$ cat src/rtl/efa_pkg.sv
package efa_pkg;

  typedef enum logic [1:0] {
    DEC_PASS = 2'b00,
    DEC_FIX  = 2'b01,
    DEC_MARK = 2'b10,
    DEC_COPY = 2'b11
  } dec_code_t;

  typedef struct packed {
    dec_code_t code;
    logic      fix_en;
    logic      stage;
  } dec_t;

endpackage

$ cat src/rtl/efa_stage1_rule.sv
module efa_stage1_rule #(
  parameter int ERR_W = 3
) (
  input  logic [ERR_W-1:0] err_cnt,
  output efa_pkg::dec_code_t code,
  output logic               fix_en
);
  import efa_pkg::*;

  localparam logic [ERR_W-1:0] E_ONE = ERR_W'(1);
  localparam logic [ERR_W-1:0] E_TWO = ERR_W'(2);

  logic is_clean, is_single, is_double;

  assign is_clean  = (err_cnt == '0);
  assign is_single = (err_cnt == E_ONE);
  assign is_double = (err_cnt == E_TWO);

  always_comb begin
    code   = DEC_MARK;
    fix_en = 1'b0;
    if (is_clean) begin
      code = DEC_PASS;
    end else if (is_single) begin
      code   = DEC_FIX;
      fix_en = 1'b1;
    end else if (is_double) begin
      code   = DEC_MARK;
      fix_en = 1'b1;
    end
  end
endmodule

$ cat src/rtl/efa_stage2_rule.sv
module efa_stage2_rule #(
  parameter int ERR_W             = 3,
  parameter int FLAG_W            = 5,
  parameter int MATCH_COPY_MIN    = 7,
  parameter int MISMATCH_COPY_MIN = 6,
  parameter int MANY_MARK_MAX     = 2
) (
  input  logic [ERR_W-1:0]  err_cnt,
  input  logic [FLAG_W-1:0] flag_cnt,
  input  logic              pos_match,
  output efa_pkg::dec_code_t code,
  output logic               fix_en
);
  import efa_pkg::*;

  localparam logic [ERR_W-1:0]  E_ONE   = ERR_W'(1);
  localparam logic [ERR_W-1:0]  E_TWO   = ERR_W'(2);
  localparam logic [FLAG_W-1:0] LIM_MAT = FLAG_W'(MATCH_COPY_MIN);
  localparam logic [FLAG_W-1:0] LIM_MIS = FLAG_W'(MISMATCH_COPY_MIN);
  localparam logic [FLAG_W-1:0] LIM_MNY = FLAG_W'(MANY_MARK_MAX);

  function automatic dec_code_t double_rule(input logic [FLAG_W-1:0] f,
                                            input logic m);
    if (m) return (f >= LIM_MAT) ? DEC_COPY : DEC_FIX;
    return (f >= LIM_MIS) ? DEC_COPY : DEC_MARK;
  endfunction

  function automatic dec_code_t many_rule(input logic [FLAG_W-1:0] f);
    return (f <= LIM_MNY) ? DEC_MARK : DEC_COPY;
  endfunction

  logic is_clean, is_single, is_double;

  assign is_clean  = (err_cnt == '0);
  assign is_single = (err_cnt == E_ONE);
  assign is_double = (err_cnt == E_TWO);

  always_comb begin
    if (is_clean)       code = DEC_PASS;
    else if (is_single) code = DEC_FIX;
    else if (is_double) code = double_rule(flag_cnt, pos_match);
    else                code = many_rule(flag_cnt);
    fix_en = (code == DEC_FIX);
  end
endmodule

$ cat src/rtl/efa_out_reg.sv
module efa_out_reg (
  input  logic          clk,
  input  logic          rst_n,
  input  logic          req_valid,
  output logic          req_ready,
  input  efa_pkg::dec_t dec_in,
  output logic          rsp_valid,
  input  logic          rsp_ready,
  output efa_pkg::dec_t dec_out,
  output logic          take
);
  import efa_pkg::*;

  assign req_ready = !rsp_valid || rsp_ready;
  assign take      = req_valid && req_ready;

  always_ff @(posedge clk or negedge rst_n) begin
    if (!rst_n) begin
      rsp_valid <= 1'b0;
      dec_out   <= '0;
    end else if (take) begin
      rsp_valid <= 1'b1;
      dec_out   <= dec_in;
    end else if (rsp_ready) begin
      rsp_valid <= 1'b0;
    end
  end
endmodule

$ cat src/rtl/efa_flag_arbiter.sv
module efa_flag_arbiter #(
  parameter int ERR_W             = 3,
  parameter int FLAG_W            = 5,
  parameter int MATCH_COPY_MIN    = 7,
  parameter int MISMATCH_COPY_MIN = 6,
  parameter int MANY_MARK_MAX     = 2
) (
  input  logic              clk,
  input  logic              rst_n,
  input  logic              in_valid,
  output logic              in_ready,
  input  logic              in_stage,
  input  logic [ERR_W-1:0]  in_err_cnt,
  input  logic [FLAG_W-1:0] in_flag_cnt,
  input  logic              in_pos_match,
  output logic              out_valid,
  input  logic              out_ready,
  output logic [1:0]        out_code,
  output logic              out_fix_en,
  output logic              out_stage
);
  import efa_pkg::*;

  dec_code_t s1_code, s2_code;
  logic      s1_fix, s2_fix;
  dec_t      next_dec, held_dec;
  logic      accept;
  logic      stall;

  efa_stage1_rule #(.ERR_W(ERR_W)) s1_i (
    .err_cnt(in_err_cnt),
    .code   (s1_code),
    .fix_en (s1_fix)
  );

  efa_stage2_rule #(
    .ERR_W            (ERR_W),
    .FLAG_W           (FLAG_W),
    .MATCH_COPY_MIN   (MATCH_COPY_MIN),
    .MISMATCH_COPY_MIN(MISMATCH_COPY_MIN),
    .MANY_MARK_MAX    (MANY_MARK_MAX)
  ) s2_i (
    .err_cnt  (in_err_cnt),
    .flag_cnt (in_flag_cnt),
    .pos_match(in_pos_match),
    .code     (s2_code),
    .fix_en   (s2_fix)
  );

  always_comb begin
    next_dec.stage  = in_stage;
    next_dec.code   = in_stage ? s2_code : s1_code;
    next_dec.fix_en = in_stage ? s2_fix  : s1_fix;
  end

  efa_out_reg out_i (
    .clk      (clk),
    .rst_n    (rst_n),
    .req_valid(in_valid),
    .req_ready(in_ready),
    .dec_in   (next_dec),
    .rsp_valid(out_valid),
    .rsp_ready(out_ready),
    .dec_out  (held_dec),
    .take     (accept)
  );

  assign stall      = out_valid && !out_ready;
  assign out_code   = held_dec.code;
  assign out_fix_en = held_dec.fix_en;
  assign out_stage  = held_dec.stage;
endmodule

$ cat config.mk
export PLATFORM = sky130hd
export DESIGN_NAME = efa_flag_arbiter
export DESIGN_NICKNAME = d
export VERILOG_FILES = /design/src/rtl/efa_pkg.sv /design/src/rtl/efa_stage1_rule.sv /design/src/rtl/efa_stage2_rule.sv /design/src/rtl/efa_out_reg.sv /design/src/rtl/efa_flag_arbiter.sv
export SDC_FILE = /design/constraint.sdc
export NUM_CORES = 1
export LEC_CHECK = 0
export CAP_MARGIN = 0
export CORE_AREA = 2 2 39 41
export DETAILED_ROUTE_END_ITERATION = 6
export DIE_AREA = 0 0 41 43
export PLACE_DENSITY = 0.58
export SLEW_MARGIN = 20
export SYNTH_ARGS = -nofsm -noshare
export SYNTH_HDL_FRONTEND = slang
export SYNTH_SLANG_ARGS = --single-unit
$ cat constraint.sdc
create_clock -name clk -period 1.1 [get_ports clk]
set_input_delay 0.11 -clock clk [delete_from_list [all_inputs] [get_ports clk]]
set_output_delay 0.11 -clock clk [all_outputs]
set_load 0.1 [all_outputs]
==> results of run 1 <==
through the flow:
step / setup TNS (ns) / util (%) / cell area, sq um
2_1_floorplan: -1.35 / - / 333
6_report: -0.195 / 53.3 / 738
5_1_grt: -0.379 / 53.3 / 738
3_5_place_dp: -1.37 / 47.9 / 663
4_1_cts: -0.243 / 52.7 / 729
3_3_place_gp: -1.29 / 47.9 / 663
flip-flops by register name (all words and copies together) (netlist names):
register / cells
out_i.dec_out: 4
out_i.rsp_valid: 1
metal layers:
metal	up-vias	global-route usage, %
met3	0	7.85
met2	16	22.8
met4	0	6.00
li1	186	-
met5	-	0
met1	176	13.1
synthesized netlist by cell type:
library cell and n:
sky130_fd_sc_hd__a21o_1 1, sky130_fd_sc_hd__o22ai_1 1, sky130_fd_sc_hd__dfrtp_1 5, sky130_fd_sc_hd__xnor2_1 1, sky130_fd_sc_hd__nand2_1 3, sky130_fd_sc_hd__mux2i_1 3, sky130_fd_sc_hd__nand3_1 2, sky130_fd_sc_hd__nor2_1 2
sky130_fd_sc_hd__o21bai_1 1, sky130_fd_sc_hd__or4_1 1, sky130_fd_sc_hd__or2b_1 1, sky130_fd_sc_hd__o21ai_1 1, sky130_fd_sc_hd__a31oi_1 2, sky130_fd_sc_hd__nand2b_1 2, sky130_fd_sc_hd__nor3b_4 1, sky130_fd_sc_hd__a21oi_1 2
sky130_fd_sc_hd__mux2_1 2
report_power, final:
group / internal [W] / switching [W]
clock: 0.000137 / 0.0000736
combinational: 0.000211 / 0.000289
sequential: 0.000212 / 0.0000276
total: 0.000560 / 0.000390
timing repair:
item | CTS | global route
gates resized for setup | 20 | 2
pin swaps | 5 | 3
setup buffers | 4 | 0
endpoints found under the setup margin | 5 | 5
hold buffers | 0 | 0
how the worst max path moves through the flow:
stage	from	end	slack, ns	cells past startpoint
floorplan	out_i.rsp_valid$_DFFE_PN0P_	out_i.dec_out[0]$_DFFE_PN0P_	-0.39	3
global placement	in_err_cnt[2]	out_i.dec_out[1]$_DFFE_PN0P_	-0.45	5
detailed placement	in_err_cnt[2]	out_i.dec_out[1]$_DFFE_PN0P_	-0.53	5
CTS	out_i.rsp_valid$_DFFE_PN0P_	in_ready	-0.09	3
global route	out_i.rsp_valid$_DFFE_PN0P_	in_ready	-0.11	3
finish	out_i.rsp_valid$_DFFE_PN0P_	out_i.dec_out[0]$_DFFE_PN0P_	-0.07	4
logic make-up after synthesis:
logic type	Yosys count
mux	5
flops	5
simple gates	12
xor+xnor	1
compound gates	8
critical path, delay by kind of cell, from the launching register on:
family / cells / cell delay, ns
buf+inv: 1 / 0.11
mux: 1 / 0.30
flops: 1 / 0.48
simple gates: 2 / 0.16
area by class of cell:
cell class | instances | area, sq um | share of cell area, %
Timing Repair Buffer | 31 | 330 | 44.7
Clock buffer | 4 | 26.3 | 3.56
Multi-Input combinational cell | 26 | 233 | 31.5
Sequential cell | 5 | 129 | 17.5
Tap cell | 16 | 20.0 | 2.71
==> impl_metrics.toml, run 1 <==
[status]
status = "finished, violations left"
failing_checks = "setup timing"

[detailed_routing]
drtIter0Drc = 2
drt.antenna.violating_nets = 0
route.met3.wl_microns = 68
drt-met1-wl_microns = 331
drtPass1Iterations = 3
post-route-drc-count = 0
drt-vias-per-instance = 4.61
met2WireLength_microns = 508
drt-total-wl_microns = 907
dr_total_vias = 378
highest-signal-layer = "met3"
route.detailed.wl_per_inst_microns = 11.1

[logic_synthesis]
synth-warning-count = 0
dominant_combinational_cell_family_by_area_after_synthesis = "simple AND/OR/NAND/NOR gates"
synth_seq_cells = 5
synth_cell_type_count = 17
synth_compound_gate_area_share_pct = 15.7
syn-cell-area_sq_um = 310
yosysSeqAreaShare_pct = 40.3
synthAdderAreaFrac_pct = 0
yosys.area_share.simple_pct = 24.2
post-synth-top-area-cell = "sky130_fd_sc_hd__dfrtp_1"
synthXorXnorAreaFrac_pct = 2.82
post-synth-top-area-fraction_pct = 40.3
post_synth.cell_area_avg_sq_um = 10.0
synth.mux.area_fraction_pct = 16.9
synth.top_cells.by_area = "sky130_fd_sc_hd__dfrtp_1 (40%), sky130_fd_sc_hd__mux2i_1 (9.7%), sky130_fd_sc_hd__mux2_1 (7.3%)"
mappedNetlistNets = 45
synth_cells = 31

[critical_path]
cp_slowest_cell = "sky130_fd_sc_hd__dfrtp_4"
timing.critical_path.arrival_ns = 1.29
crit_path_largest_cell_delay_ns = 0.48
crit-reg2reg-capture = "out_i.dec_out[0]$_DFFE_PN0P_"
r2r.worst_path.cells = 4
critical_path_peak_fanout = 6
setup.worst_path.class = "reg2reg"
r2r_start = "out_i.rsp_valid$_DFFE_PN0P_"
timing.reg2reg.setup_slack_ns = -0.07
list_of_cells_traversed_by_the_critical_path = "nand2b_4 -> buf_4 -> nand2_4 -> mux2_4"
timing.critical_path.from_type = "flip-flop"
critical_path_required_ns = 1.22
critical_path.endpoint_type = "flip-flop"

[clock_network]
clock_tree_root_buffer_cell = "sky130_fd_sc_hd__clkbuf_4"
longest_clk_path_bufs = 2
clk_pin_slew_ns = 0.05
cts_tree = "built"
cts-buffers-inserted = 3
worst_skew_pair.late_latency_ns = 0.24
clock_tree.htree_level_count = 1
cts_sinks = 5

[finish]
diodes = 0
area_growth_pct = 138
leading_cell_type_in_the_layout_fill_and_taps_excluded = "sky130_fd_sc_hd__buf_4"
n_fill_cell = 124
fin_nets = 81
most-common-layout-cells = "sky130_fd_sc_hd__buf_4 (11), sky130_fd_sc_hd__clkdlybuf4s50_1 (6), sky130_fd_sc_hd__buf_12 (6)"
stdcell_count = 82
drive_gt1_share_pct = 51.5

[floorplan]
fp.dieArea_sq_mm = 0.00176
core-area_sq_mm = 0.00138
floorplan.die.height_microns = 43
io_pins = 20
die_width_microns = 41
initial_utilization_pct = 22.4
core.rowCount = 14

[sta]
total_count_of_max_transition_violations_in_the_final_report = 0
worst_setup_margin_ns = -0.0740
finalHoldWorstSlack_ns = 0.0940
post-route-min-period_ns = 1.17
timing.max_slew.rel_slack_pct = 83.8
final_min_period_over_clock_period_pct = 107
rsz0062_at_grt = "true"
worstMarginPinSlew_ns = 0.243
fmaxAchievable_mhz = 852
final_report_hold_violation_count = 0
clock-skew-final_ns = 0.00617
setup_viol = 5

[global_routing]
global_route.usage.total_pct = 13.8
grt_antenna_before_repair = 0
globalRouteOverflowTotal = 0
grt_max_degree = 7
grt_pass1_wl_microns = 1590
first_global_vias = 421

[min_path]
min_path_type = "in2async"

[power]
vdd.ir_drop.worst_mv = 0.664
report.power.total_w = 0.000950
power_leakage_nw = 0.335
p_per_area_mw_per_mm2 = 1290

[placed_design]
place_inst = 74
gp_routability_congestion = 0.697
io_buffer_count = 19
detailedPlacementHpwl_microns = 703
placement.setup.worst_slack_ns = -0.533

[flow_run]
drv.max_cap_violation_count = 0
Note: power is estimated with default switching activity, not from simulation.
==> run 2, diff against run 1 <==
Clock period 1.1 ns to 1.15 ns, I/O delays scaled along.
==> impl_metrics.toml, run 2 (synthesized netlist as in run 1, its figures left out) <==
[status]
status = "finished, violations left"
failing_checks = "setup timing"

[clock_network]
cts_sinks = 5
clock_tree.htree_level_count = 1
cts-buffers-inserted = 3
clock_tree_root_buffer_cell = "sky130_fd_sc_hd__clkbuf_4"
longest_clk_path_bufs = 2
cts_tree = "built"
post_cts_hold_fix_bufs = 0
clk_pin_slew_ns = 0.04
worst_skew_pair.late_latency_ns = 0.24

[critical_path]
timing.critical_path.arrival_ns = 1.06
critical_path_required_ns = 1.03
timing.critical_path.from_type = "flip-flop"
setup.worst_path.class = "reg2out"
critical_path.endpoint_type = "primary output"
critical_path_peak_fanout = 2

[sta]
setup_viol = 2
final_report_hold_violation_count = 0
clock-skew-final_ns = 0.000452
total_count_of_max_transition_violations_in_the_final_report = 0
timing.max_slew.rel_slack_pct = 83.9
final_min_period_over_clock_period_pct = 102
worstMarginPinSlew_ns = 0.241
worst_setup_margin_ns = -0.0249
finalSetupTns_ns = -0.0435
fmaxAchievable_mhz = 851
post-route-min-period_ns = 1.17
rsz0062_at_grt = "true"

[floorplan]
fp.dieArea_sq_mm = 0.00176
die_width_microns = 41
io_pins = 20
core.rowCount = 14
core-area_sq_mm = 0.00138
floorplan.die.height_microns = 43
initial_utilization_pct = 22.4

[power]
power_leakage_nw = 0.329
proportion_of_total_power_due_to_net_switching_pct = 41.0
comb_power_share_pct = 52.3
power.internal_w = 0.000531
power.net_switching_w = 0.000369
p_per_area_mw_per_mm2 = 1260
power_frac_clock_pct = 22.3
vdd.ir_drop.worst_mv = 0.708
power.share.sequential_pct = 25.4

[global_routing]
grt_max_degree = 7
first_global_vias = 343
grt_antenna_before_repair = 0
globalRouteOverflowTotal = 0
grt_pass1_wl_microns = 1380
global_route.usage.total_pct = 12.4

[detailed_routing]
drt-vias-per-instance = 4.48
drt-met1-wl_microns = 340
route.met3.wl_microns = 75
drtIter0Drc = 1
drtPass1Iterations = 2
highest-signal-layer = "met3"
post-route-drc-count = 0
met2WireLength_microns = 420
route.detailed.wl_per_inst_microns = 10.3
dr_total_vias = 363
drt.antenna.violating_nets = 0
drt-total-wl_microns = 836

[finish]
n_fill_cell = 139
stdcell_count = 81
diodes = 0
most-common-layout-cells = "sky130_fd_sc_hd__buf_4 (10), sky130_fd_sc_hd__clkdlybuf4s50_1 (6), sky130_fd_sc_hd__buf_12 (6)"
max_flop_register = "out_i.dec_out"
leading_cell_type_in_the_layout_fill_and_taps_excluded = "sky130_fd_sc_hd__buf_4"
area_growth_pct = 130
reg.largest.list = "out_i.dec_out (4), out_i.rsp_valid (1)"
fin_nets = 80
largest_register_ffs = 4
drive_gt1_share_pct = 47.7

[placed_design]
place_inst = 73
detailedPlacementHpwl_microns = 649
gp_routability_congestion = 0.693
io_buffer_count = 19

[flow_run]
drv.max_cap_violation_count = 0

[min_path]
min_path_type = "in2async"
run 2: cell types whose count changed in the layout (fill, tap and decap cells not counted):
cell	previous run	this run
sky130_fd_sc_hd__o22ai_2	1	0
sky130_fd_sc_hd__o22ai_1	0	1
sky130_fd_sc_hd__or4_1	0	1
sky130_fd_sc_hd__clkbuf_2	0	2
sky130_fd_sc_hd__buf_4	11	10
sky130_fd_sc_hd__buf_2	2	1
sky130_fd_sc_hd__clkdlybuf4s15_2	1	0
sky130_fd_sc_hd__or4_4	1	0
run 2: area by class of cell:
class / count / area, sq um / share of cell area, %
clock buffers: 4 / 26.3 / 3.68
multi-input cells: 26 / 223 / 31.2
flip-flops and latches: 5 / 129 / 18.0
well taps: 16 / 20.0 / 2.80
repair buffers: 30 / 317 / 44.3
run 2: what timing repair did:
action | 4_1_cts | 5_1_grt
endpoints found under the setup margin | 4 | 5
resized for setup | 13 | 6
buffers inserted | 3 | 1
pin swaps | 4 | 3
run 2: final timing paths:
check	from	endpoint	slack (ns)	cells after the start
min in group clk	in_err_cnt[2]	out_i.dec_out[3]$_DFFE_PN0P_	0.27	3
max in group asynchronous	rst_n	out_i.rsp_valid$_DFFE_PN0P_	0.83	1
max reg2reg	out_i.rsp_valid$_DFFE_PN0P_	out_i.dec_out[0]$_DFFE_PN0P_	-0.02	4
min reg2reg	out_i.dec_out[3]$_DFFE_PN0P_	out_i.dec_out[3]$_DFFE_PN0P_	0.55	2
max	out_i.rsp_valid$_DFFE_PN0P_	in_ready	-0.02	3
min	rst_n	out_i.dec_out[3]$_DFFE_PN0P_	0.10	1
run 2: worst max-delay path: stages, from the launching register on:
cell and delay, ns:
sky130_fd_sc_hd__dfrtp_4 0.48, sky130_fd_sc_hd__nand2b_4 0.08, sky130_fd_sc_hd__buf_6 0.10, sky130_fd_sc_hd__buf_12 0.16
run 2: per-layer routing:
metal | vias to the layer above | GRT usage (%)
met3 | 0 | 9.42
met5 | - | 0
met4 | 0 | 4.00
met2 | 15 | 17.5
li1 | 185 | -
met1 | 163 | 14.0
run 2: per-stage QoR:
step                hold WS (ns)  power (W)  setup slack, ns  area [sq um]  util, %
floorplan                 -0.181   0.000478           -0.337           333        -
global placement           0.359   0.000692           -0.406           656     47.4
detailed placement         0.359   0.000693           -0.452           656     47.4
CTS                       0.0996   0.000910          -0.0303           709     51.3
global route               0.107   0.000957          -0.0647           714     51.6
finish                     0.101   0.000900          -0.0249           714     51.6
run 2: power groups by stage:
stage | logic, W | clock network, W | registers [W]
after CTS | 0.000469 | 0.000212 | 0.000228
after floorplan | 0.0000820 | 0 | 0.000396
after detailed placement | 0.000461 | 0 | 0.000232
after global placement | 0.000460 | 0 | 0.000232
final | 0.000471 | 0.000201 | 0.000228
after global routing | 0.000490 | 0.000237 | 0.000230
